File: src/rtl/secded_pkg.sv
package secded_pkg;

   // smallest m with 2^m >= m + k + 1
   function automatic int chk_bits(input int k);
      int m;
      m = 1;
      while ((1 << m) < (m + k + 1)) m++;
      return m;
   endfunction

   // Hamming position (1-based) holding information bit j
   function automatic int info_pos(input int j);
      int cnt;
      cnt = 0;
      for (int p = 1; p < 65536; p++) begin
         if ((p & (p - 1)) != 0) begin
            if (cnt == j) return p;
            cnt++;
         end
      end
      return 0;
   endfunction

   // codeword index of Hamming position p (p = 0 is the overall parity bit)
   function automatic int cw_index(input int p, input int n, input bit p0_lsb);
      if (p == 0) return p0_lsb ? 0 : n - 1;
      return p0_lsb ? p : p - 1;
   endfunction

endpackage

File: src/rtl/secded_syndrome.sv
module secded_syndrome
   import secded_pkg::*;
#(
   parameter int K         = 8,
   parameter bit P0_AT_LSB = 1'b0,
   localparam int M        = chk_bits(K),
   localparam int N        = K + M + 1
) (
   input  logic [N-1:0] cw_i,
   output logic [M-1:0] syn_o,
   output logic         pfail_o
);

   always_comb begin
      syn_o = '0;
      for (int p = 1; p < N; p++) begin
         if (cw_i[cw_index(p, N, P0_AT_LSB)]) syn_o = syn_o ^ M'(p);
      end
   end

   assign pfail_o = ^cw_i;

endmodule

File: src/rtl/secded_correct.sv
module secded_correct
   import secded_pkg::*;
#(
   parameter int K         = 8,
   parameter bit P0_AT_LSB = 1'b0,
   localparam int M        = chk_bits(K),
   localparam int N        = K + M + 1
) (
   input  logic [N-1:0] cw_i,
   input  logic [M-1:0] syn_i,
   input  logic         pfail_i,
   output logic [K-1:0] data_o,
   output logic         sbe_o,
   output logic         dbe_o,
   output logic         fix_o
);

   logic [N-1:0] fixed_cw;
   logic [K-1:0] info_hit;

   assign fixed_cw[cw_index(0, N, P0_AT_LSB)] = cw_i[cw_index(0, N, P0_AT_LSB)];

   for (genvar p = 1; p < N; p++) begin : g_flip
      localparam int IDX = cw_index(p, N, P0_AT_LSB);
      assign fixed_cw[IDX] = cw_i[IDX] ^ (pfail_i && (syn_i == M'(p)));
   end

   for (genvar j = 0; j < K; j++) begin : g_extract
      localparam int POS = info_pos(j);
      assign data_o[j]   = fixed_cw[cw_index(POS, N, P0_AT_LSB)];
      assign info_hit[j] = (syn_i == M'(POS));
   end

   assign sbe_o = pfail_i;
   assign dbe_o = !pfail_i && (syn_i != '0);
   assign fix_o = pfail_i && (|info_hit);

   always_comb begin

      flags_excl_chk: assert (!(sbe_o && dbe_o));

      fix_needs_sbe_chk: assert (!fix_o || (sbe_o && syn_i != '0));
   end

endmodule

File: src/rtl/secded_stage.sv
module secded_stage #(
   parameter int W = 8
) (
   input  logic         clk_i,
   input  logic         rst_n_i,
   input  logic         ce_i,
   input  logic [W-1:0] d_i,
   output logic [W-1:0] q_o
);

   always_ff @(posedge clk_i or negedge rst_n_i) begin
      if (!rst_n_i)  q_o <= '0;
      else if (ce_i) q_o <= d_i;
   end

endmodule

File: src/rtl/secded_decoder.sv
module secded_decoder
   import secded_pkg::*;
#(
   parameter int K         = 8,
   parameter bit P0_AT_LSB = 1'b0,
   parameter int LATENCY   = 1,
   localparam int M        = chk_bits(K),
   localparam int N        = K + M + 1,
   localparam int OW       = K + M + 3
) (
   input  logic         clk_i,
   input  logic         rst_n_i,
   input  logic         ce_i,
   input  logic [N-1:0] cw_i,
   output logic [K-1:0] data_o,
   output logic [M-1:0] syn_o,
   output logic         sbe_o,
   output logic         dbe_o,
   output logic         fix_o
);

   if (K < 1) begin : g_bad_k
      $error("secded_decoder: K must be at least 1");
   end
   if (LATENCY < 0 || LATENCY > 2) begin : g_bad_lat
      $error("secded_decoder: LATENCY must be 0, 1 or 2");
   end

   logic [N-1:0] cw_s;
   logic [M-1:0] syn_c;
   logic         pfail_c;
   logic [K-1:0] data_c;
   logic         sbe_c, dbe_c, fix_c;
   logic [OW-1:0] out_c, out_r;

   // optional input register
   if (LATENCY >= 2) begin : g_in_reg
      secded_stage #(.W(N)) in_stage_i (
         .clk_i(clk_i), .rst_n_i(rst_n_i), .ce_i(ce_i), .d_i(cw_i), .q_o(cw_s)
      );
   end else begin : g_in_wire
      assign cw_s = cw_i;
   end

   secded_syndrome #(.K(K), .P0_AT_LSB(P0_AT_LSB)) syn_i (
      .cw_i(cw_s), .syn_o(syn_c), .pfail_o(pfail_c)
   );

   secded_correct #(.K(K), .P0_AT_LSB(P0_AT_LSB)) cor_i (
      .cw_i(cw_s), .syn_i(syn_c), .pfail_i(pfail_c),
      .data_o(data_c), .sbe_o(sbe_c), .dbe_o(dbe_c), .fix_o(fix_c)
   );

   assign out_c = {data_c, syn_c, sbe_c, dbe_c, fix_c};

   // optional output register
   if (LATENCY >= 1) begin : g_out_reg
      secded_stage #(.W(OW)) out_stage_i (
         .clk_i(clk_i), .rst_n_i(rst_n_i), .ce_i(ce_i), .d_i(out_c), .q_o(out_r)
      );


      hold_on_ce_low_chk: assert property (@(posedge clk_i) disable iff (!rst_n_i)
         !ce_i |=> $stable(out_r));
   end else begin : g_out_wire
      assign out_r = out_c;
   end

   assign {data_o, syn_o, sbe_o, dbe_o, fix_o} = out_r;

   always_comb begin

      dbe_needs_syn_chk: assert (!dbe_o || syn_o != '0);

      port_flags_excl_chk: assert (!(sbe_o && dbe_o));
   end

endmodule

File: config.mk
export PLATFORM = sky130hd
export DESIGN_NAME = secded_decoder
export DESIGN_NICKNAME = d
export VERILOG_FILES = /design/src/rtl/secded_pkg.sv /design/src/rtl/secded_syndrome.sv /design/src/rtl/secded_correct.sv /design/src/rtl/secded_stage.sv /design/src/rtl/secded_decoder.sv
export SDC_FILE = /design/constraint.sdc
export NUM_CORES = 1
export LEC_CHECK = 0
export BUFFER_PORTS_ARGS = -buffer_cell sky130_fd_sc_hd__buf_2
export CORE_MARGIN = 1
export CORE_UTILIZATION = 40
export DETAILED_ROUTE_END_ITERATION = 7
export PLACE_DENSITY = 0.64
export SLEW_MARGIN = 20
export SYNTH_ARGS = -nofsm -noshare
export SYNTH_HDL_FRONTEND = slang
export SYNTH_SLANG_ARGS = --single-unit
File: constraint.sdc
create_clock -name clk_i -period 0.8 [get_ports clk_i]
set_clock_uncertainty 0.05 [all_clocks]
set_input_delay 0.04 -clock clk_i [delete_from_list [all_inputs] [get_ports clk_i]]
set_output_delay 0.04 -clock clk_i [all_outputs]
set_load 0.05 [all_outputs]
-- Word level (Yosys, flattened, before mapping)
Index checks and enable logic that the tools add are counted.
W data, S select, Z words.
- flip-flop bits (word level): 15
- output and inout port bits: 15
- word-level logic and storage cells: 54
- equal/unequal tests: 8
- mux-type cells: 12
- bitwise operators: 19
- reductions and logical operators: 14
- operators with widths (operator ; number):
    $mux W4 ; 5
    $eq A4 B4 Y1 const B ; 4
    $reduce_xor A13 Y1 ; 1
    $eq A4 B3 Y1 const B ; 3
    $mux W3 ; 4
    $not A2 Y2 ; 6
    $logic_and A1 B1 Y1 ; 10
    $reduce_or A8 Y1 ; 1
    $xor A1 B1 Y1 ; 8
    $not A3 Y3 ; 2
    $eq A4 B2 Y1 const B ; 1
    $mux W2 ; 2
    $reduce_bool A4 Y1 ; 1
    $not A1 Y1 const A ; 3
    $logic_not A1 Y1 ; 1
    $mux W1 ; 1

-- Longest topological paths before layout
Gate-level depths: netlist (run 1).
- word-level depth: 23
- gate-level depth with buffers: 7
- mapped depth without buffers: 6

-- Cells and area by module
From an unflattened synthesis (run 1), not the netlist that was laid out.
- cell total of the unflattened synthesis: 82
- area, all modules: 1058.5 um^2
- modules (own cells, without submodules) (module ; instances ; cells each ; area an instance (um^2)):
    secded_stage ; 1 ; 32 ; 613.1
    secded_correct ; 1 ; 33 ; 239.0
    secded_syndrome ; 1 ; 17 ; 206.4

-- Worst setup path after synthesis (run 1)
OpenSTA, ideal clock, no wires.
- kind: input -> register
- start point: input cw_i[10]
- end point: register g_out_reg.out_stage_i.q_o[0]
- setup time: 0.142 ns
- arrival time: 1.394 ns
- slack: -0.787 ns
- stages: 6
- path buffers: 0
- path through: xnor2_2 > xnor3_2 > nor2_4 > xor2_1 > mux2i_1 > o221ai_1
- cells in the longest elaborated chain, start to end: 6
- elaborated cells on any way between the ends: 14
- those cells by class: 8 x eq/ne; 2 x mux; 1 x bitwise; 3 x reduce/logical
- RTL lines (item ; RTL line ; text):
    start, declared ; secded_decoder.sv:14 ; input logic [N-1:0] cw_i,
    $mux W4 ; secded_syndrome.sv:17 ; if (cw_i[cw_index(p, N, P0_AT_LSB)]) syn_o = syn_o ^ M'(p);
    $not A2 Y2 (no line) ; -- ;
    $mux W4 ; secded_syndrome.sv:17 ;
    $eq A4 B2 Y1, or another cell as far along ; secded_correct.sv:31 ; assign info_hit[j] = (syn_i == M'(POS));
    $reduce_or A8 Y1 ; secded_correct.sv:36 ; assign fix_o = pfail_i && (|info_hit);
    $logic_and A1 B1 Y1 (*) ; secded_correct.sv:36 ;
    end signal, assigned ; secded_stage.sv:13 ; else if (ce_i) q_o <= d_i;
    end, declared ; secded_stage.sv:8 ; output logic [W-1:0] q_o
Every way passes the cells marked *; elsewhere a longest branch is shown, timed or not.
A chain may end at the register's enable or synchronous reset.

-- Worst setup path after layout (run 1)
- start point: input cw_i[4]
- end point: register g_out_reg.out_stage_i.q_o[0]
- cells in the longest elaborated chain, start to end: 14
- elaborated cells on any way between the ends: 24
- those cells by class: 8 x eq/ne; 8 x mux; 5 x bitwise; 3 x reduce/logical
- RTL lines (item ; RTL line):
    $mux W3 ; secded_syndrome.sv:17
    $mux W3 / $not A2 Y2 (equally long branches) ; --
    $not A3 Y3 (no line) / $mux W3 (equally long branches) ; --
    $mux W3 / $not A3 Y3 (equally long branches) ; --
    $mux W4 / $mux W3 (equally long branches) ; secded_syndrome.sv:17
    $not A2 Y2 (no line) / $mux W4 (equally long branches) ; --
    $mux W4 (2 in a row) ; secded_syndrome.sv:17
    $not A3 Y3 (no line) / $mux W4 (equally long branches) ; --
    $mux W4 / $not A2 Y2 (equally long branches) ; --
    $mux W4 ; secded_syndrome.sv:17
    $eq A4 B2 Y1, or another cell as far along ; secded_correct.sv:31
    $reduce_or A8 Y1 ; secded_correct.sv:36
    $logic_and A1 B1 Y1 (*) ; secded_correct.sv:36
Marked as above.

==> impl_metrics.yaml, run 1 <==
run_status:
  status: "complete, but fails checks"
  violations: "negative setup slack"
setup_path:
  critPathArrivalTime_ps: 1560
  cp-startpoint: "cw_i[4]"
  path_max_fanout: 3
  ff2ff_path_depth: 4
  cp.required_ps: 930
  crit_path_end: "g_out_reg.out_stage_i.q_o[0]"
  r2r_end: "g_out_reg.out_stage_i.q_o[6]"
  rr_startpoint: "g_out_reg.out_stage_i.q_o[6]"
  critPathCaptureType: "register"
  start_kind: "primary input"
  path_class: "primary input to register"
  reg2reg_slack_ps: -90
logic_synthesis:
  ys_ff_latch: 15
  synth.distinct_cells: 35
  synth_top_area_cell: "dfrtp_1"
  synthTopCellsByCount: "15 x dfrtp_1, 15 x xnor2_1, 13 x nor2_1"
  seq_area_frac_synth_pct: 32.8
  synth-compound-area-share_pct: 17.2
  synth_top_family_by_area: "XOR/XNOR gates"
  synthTopCellsByArea: "dfrtp_1 33%, xnor2_1 11%, a211oi_2 7.6%, xnor2_2 5.7%, a21oi_1 4.4%"
  synth-edff-count: 0
  syn-cell-area_um2: 1150
  syn-num-nets: 125
  synth_xor_xnor_area_share_pct: 28.9
  async_flop_share_pct: 100
  synth_warnings: 0
  synth_flop_cell: "dfrtp_1"
  synthesis.instances: 109
  synth_simple_gate_area_share_pct: 15.4
  yosysTopAreaCellShare_pct: 32.8
  avgSynthCellArea_um2: 10.5
  yosys.area_share.adder_pct: 0
  synth_mux_area_share_pct: 1.86
pwr:
  power.share.clock_pct: 9.1
  power.leakage_nw: 1.02
  p_sw_mw: 2.15
  p_int_mw: 2.85
  irDropWorstVdd_mv: 2.59
  p_sw_share_pct: 43.0
  pwr-share-comb_pct: 69.6
  seq_power_share_pct: 21.3
  power.density_nw_per_um2: 2200
sta:
  max_freq_ghz: 0.698
  setup_slack_ps: -633
  finalSetupViolations: 30
  finalSetupTns_ps: -9250
  maxSlewHeadroom_pct: 76.5
  fin_crit_ps: 1430
  rsz0062_at_grt: "yes"
  worst_slew_pin_slew_ps: 353
  fin_hold_ws_ps: 13.8
  finalHoldViolations: 0
  slew_violations: 0
  finalCritPeriodShare_pct: 179
routing:
  vias_per_cell: 5.15
  drc_errors: 0
  wirelength_mm: 3.55
  ant_nets: 0
  drt_first_pass_iters: 4
  wl_per_cell_um: 16.1
  vias: 1132
  drt-initial-drc-count: 25
place:
  place.gp.congestion: 0.828
  dpl-instance-area_um2: 1590
  place_hpwl_mm: 2.05
  io_buffers: 30
run:
  drv_cap: 0
floorplan:
  start_util_pct: 41.9
  ios: 31
  fp.dieH_um: 55.5
  rows: 19
  dieArea_um2: 3080
  die_x_um: 55.5
  core_um2: 2730
worst_hold_path:
  min_path_type: "primary input to register"
  hold_start: "ce_i"
grt:
  grt_first_pass_wirelength_mm: 5.37
  antenna_found_initial: 0
  grt_max_degree: 19
  grt_use_total_pct: 22.4
  grt.overflow.total: 0
  grt_pass1_vias: 1148
clock_tree:
  cts_tree: "yes"
  h-tree-depth: 1
  cts_root_buffer: "clkbuf_4"
  cts_buffer_depth: 2
  clock_sinks: 15
  clkSlewWorstSetupHoldPaths_ps: 110
  clk-insertion-delay-late_ps: 300
  cts_made_buffers: 3
finish:
  largest_register_ffs: 15
  layout-drive-gt1-share_pct: 67.2
  nNetsFinal: 206
  stdcell_area_um2: 2280
  antenna_cells: 0
  regMostFlops: "g_out_reg.out_stage_i.q_o"
  fillerInstances: 137
  top_regs: "g_out_reg.out_stage_i.q_o (15)"
  syn2layout_area_growth_pct: 98.7
worst min-delay path by stage:
stage	endpoint	slack, ps	cells past startpoint
after global placement	g_out_reg.out_stage_i.q_o[6]	-80	1
after CTS	g_out_reg.out_stage_i.q_o[6]	10	3
final	g_out_reg.out_stage_i.q_o[6]	10	3
after detailed placement	g_out_reg.out_stage_i.q_o[6]	-80	1
after floorplan	g_out_reg.out_stage_i.q_o[0]	-310	0
after global routing	g_out_reg.out_stage_i.q_o[6]	30	3
worst max-delay path, stage by stage:
cell and delay [ps]:
buf_8 110, buf_6 120, xnor2_4 190, xor3_2 430, nor2_4 150, xor2_1 180, mux2i_1 220, o221ai_1 120
cell type report:
cell class | instances | area (um2) | area share (%)
Clock buffer | 3 | 22.5 | 0.989
Timing Repair Buffer | 81 | 785 | 34.5
Inverter | 3 | 11.3 | 0.495
Sequential cell | 15 | 375 | 16.5
Tap cell | 31 | 38.8 | 1.70
Clock inverter | 1 | 5.00 | 0.220
Multi-Input combinational cell | 86 | 1040 | 45.7
power groups by stage:
stage | clock network (mW) | logic, mW | registers (mW)
2_1_floorplan | 0 | 1.03 | 1.66
3_3_place_gp | 0 | 2.36 | 1.03
3_5_place_dp | 0 | 2.38 | 1.04
4_1_cts | 0.481 | 3.20 | 1.06
5_1_grt | 0.495 | 3.67 | 1.08
6_report | 0.456 | 3.48 | 1.07
what timing repair did:
action	4_1_cts	5_1_grt
hold buffers	1	0
setup buffers	15	8
resized for setup	84	17
setup endpoints to repair	30	30
hold endpoints to repair	15	0
pin swaps	24	19
per-stage QoR:
stage          instances  setup slack (ps)  total power, mW  utilization [%]
6_report             220              -633             5.00             83.3
5_1_grt              220              -684             5.25             83.3
3_3_place_gp         192             -1000             3.38             58.2
2_1_floorplan        109              -729             2.69                -
4_1_cts              212              -638             4.74             77.4
3_5_place_dp         192              -984             3.42             58.2
cell usage in the layout, fill, tap and decap left out, types with 3 or more instances in the layout:
| master | count |
|---|---|
| buf_6 | 37 |
| buf_4 | 31 |
| dfrtp_1 | 15 |
| nor2_1 | 12 |
| xnor2_4 | 10 |
| a21oi_1 | 8 |
| xnor2_1 | 7 |
| buf_2 | 6 |
| a211oi_2 | 5 |
| buf_8 | 5 |
| xor2_2 | 3 |
| nand2_1 | 3 |
| inv_1 | 3 |
| clkbuf_4 | 3 |
cells by family after synthesis:
family | count (synthesis)
and+or+nand+nor | 31
xor gates and xnor gates | 28
AOI/OAI and AO/OA | 25
DFF | 15
buffers and inverters | 8
muxes | 2
routing by layer:
metal / global-route usage (%) / vias to the layer above / wire length (um)
met5: 0 / - / 0
met3: 3.98 / 10 / 155
met2: 44.6 / 34 / 1940
met1: 24.6 / 560 / 1340
met4: 3.93 / 0 / 110
li1: - / 528 / -
Power figures use the tool's default switching activity.
==> inputs of run 2 (changes only) <==
BUFFER_PORTS_ARGS = -buffer_cell sky130_fd_sc_hd__clkbuf_2   (was -buffer_cell sky130_fd_sc_hd__buf_2)
==> run 2 against run 1 <==
The run still ends with negative setup slack left. Clock power grew 13%. Worst hold slack better by 10 ps. Die area is the same. Largest cell class unchanged.
==> impl_metrics.yaml, run 2 (synthesis results as in run 1) <==
finish:
  syn2layout_area_growth_pct: 112
  nNetsFinal: 213
  layout-drive-gt1-share_pct: 68.9
  largest_register_ffs: 15
  regArea_um2: 375
  top_regs: "g_out_reg.out_stage_i.q_o (15)"
  regMostFlops: "g_out_reg.out_stage_i.q_o"
  fillerInstances: 106
  stdcell_area_um2: 2430
  final_cell_mix: "36 x buf_4, 21 x buf_8, 21 x buf_6"
  fin_cells: 227
  final_common_cell: "buf_4"
  multi_input_area_um2: 1040
  antenna_cells: 0
routing:
  drt-initial-drc-count: 53
  vias: 1222
  drc_errors: 0
  drt_first_pass_iters: 4
  ant_nets: 0
  wirelength_mm: 4.43
  vias_per_cell: 5.38
  wl_per_cell_um: 19.5
place:
  io_buffers: 30
  dpl-instance-area_um2: 1590
  dp_cells: 192
  place_hpwl_mm: 2.01
  place.gp.congestion: 0.875
floorplan:
  rows: 19
  start_util_pct: 41.9
  dieArea_um2: 3080
  die_x_um: 55.5
  fp.dieH_um: 55.5
  ios: 31
  core_um2: 2730
sta:
  finalCritPeriodShare_pct: 191
  setup_slack_ps: -727
  slew_violations: 0
  finalHoldViolations: 0
  finalSetupViolations: 30
  max_freq_ghz: 0.655
  worst_slew_pin_slew_ps: 396
  maxSlewHeadroom_pct: 73.6
  fin_crit_ps: 1530
  rsz0062_at_grt: "yes"
setup_path:
  cp-startpoint: "cw_i[6]"
  critPathArrivalTime_ps: 1670
  critPathCaptureType: "register"
  max_stage_delay_ps: 420
  cp.required_ps: 940
  crit_top_cell: "buf_6"
  crit_chain: "buf_8 > buf_6 > xnor2_4 > xor3_2 > buf_6 > nand2_4 > and2b_2 > o211ai_1 > o221ai_1"
  path_class: "primary input to register"
  path_max_fanout: 4
  start_kind: "primary input"
  rr_startpoint: "g_out_reg.out_stage_i.q_o[2]"
  crit_slowest_cell: "xor3_2"
clock_tree:
  cts_made_buffers: 3
  clock_sinks: 15
  h-tree-depth: 1
  cts_buffer_depth: 2
  cts_root_buffer: "clkbuf_4"
  clk-insertion-delay-late_ps: 310
  clkSlewWorstSetupHoldPaths_ps: 120
  cts_tree: "yes"
grt:
  antenna_found_initial: 0
  grt_max_degree: 19
  grt_pass1_vias: 1178
  grt.overflow.total: 0
  grt_first_pass_wirelength_mm: 5.58
  grt_use_total_pct: 23.6
run_status:
  violations: "negative setup slack"
  status: "complete, but fails checks"
pwr:
  power.leakage_nw: 1.08
  power.density_nw_per_um2: 2310
  power_mw: 5.62
  irDropWorstVdd_mv: 2.13
worst_hold_path:
  min_path_type: "primary input to register"
  hold_start: "ce_i"
run:
  drv_cap: 0
run 2: layer usage:
metal  routed length, um  track usage (%)  up-vias
li1                    -                -      544
met1                1660             26.1      603
met2                2420             43.9       54
met3                 151             3.75       21
met4                 196             10.4        0
met5                   0                0        -
run 2: worst max-delay path: cells and delay by family:
kind                      cells  cell delay [ps]
xor gates and xnor gates      2              600
AOI/OAI and AO/OA             2              330
buffers and inverters         3              380
and+or+nand+nor               2              320
run 2: cell type report:
type / count / area share, %
Tap cell: 31 / 1.59
Clock buffer: 3 / 0.925
Clock inverter: 1 / 0.308
Inverter: 3 / 0.463
Sequential cell: 15 / 15.4
Timing Repair Buffer: 88 / 38.5
Multi-Input combinational cell: 86 / 42.8
run 2: power by group:
group | internal [mW] | switching (mW) | total [mW]
clock network | 0.191 | 0.325 | 0.516
registers | 0.933 | 0.165 | 1.10
logic | 2.07 | 1.94 | 4.01
total | 3.20 | 2.43 | 5.62
run 2: metrics by stage:
step	hold slack [ps]	setup slack (ps)	setup TNS (ps)	util [%]
5_1_grt	33.8	-798	-11870	89.0
6_report	24.2	-727	-11050	89.0
3_3_place_gp	-79.1	-902	-11710	58.2
2_1_floorplan	-306	-729	-7350	-
3_5_place_dp	-68.5	-978	-12200	58.2
4_1_cts	28.4	-613	-9670	77.5
run 2: path summary, 6_finish.rpt:
kind,endpoint,slack (ps),depth (start not counted)
max,g_out_reg.out_stage_i.q_o[0],-730,9
min,g_out_reg.out_stage_i.q_o[14],20,3
max reg2reg,g_out_reg.out_stage_i.q_o[2],-170,2
min reg2reg,g_out_reg.out_stage_i.q_o[3],550,2
max in group asynchronous,g_out_reg.out_stage_i.q_o[10],290,2
min in group asynchronous,g_out_reg.out_stage_i.q_o[5],120,2
run 2: timing repair:
action | CTS | global route
hold endpoints to repair | 15 | 0
gates resized for setup | 67 | 61
setup buffers | 18 | 16
hold buffers | 1 | 0
setup endpoints to repair | 30 | 30
pin swaps | 22 | 35
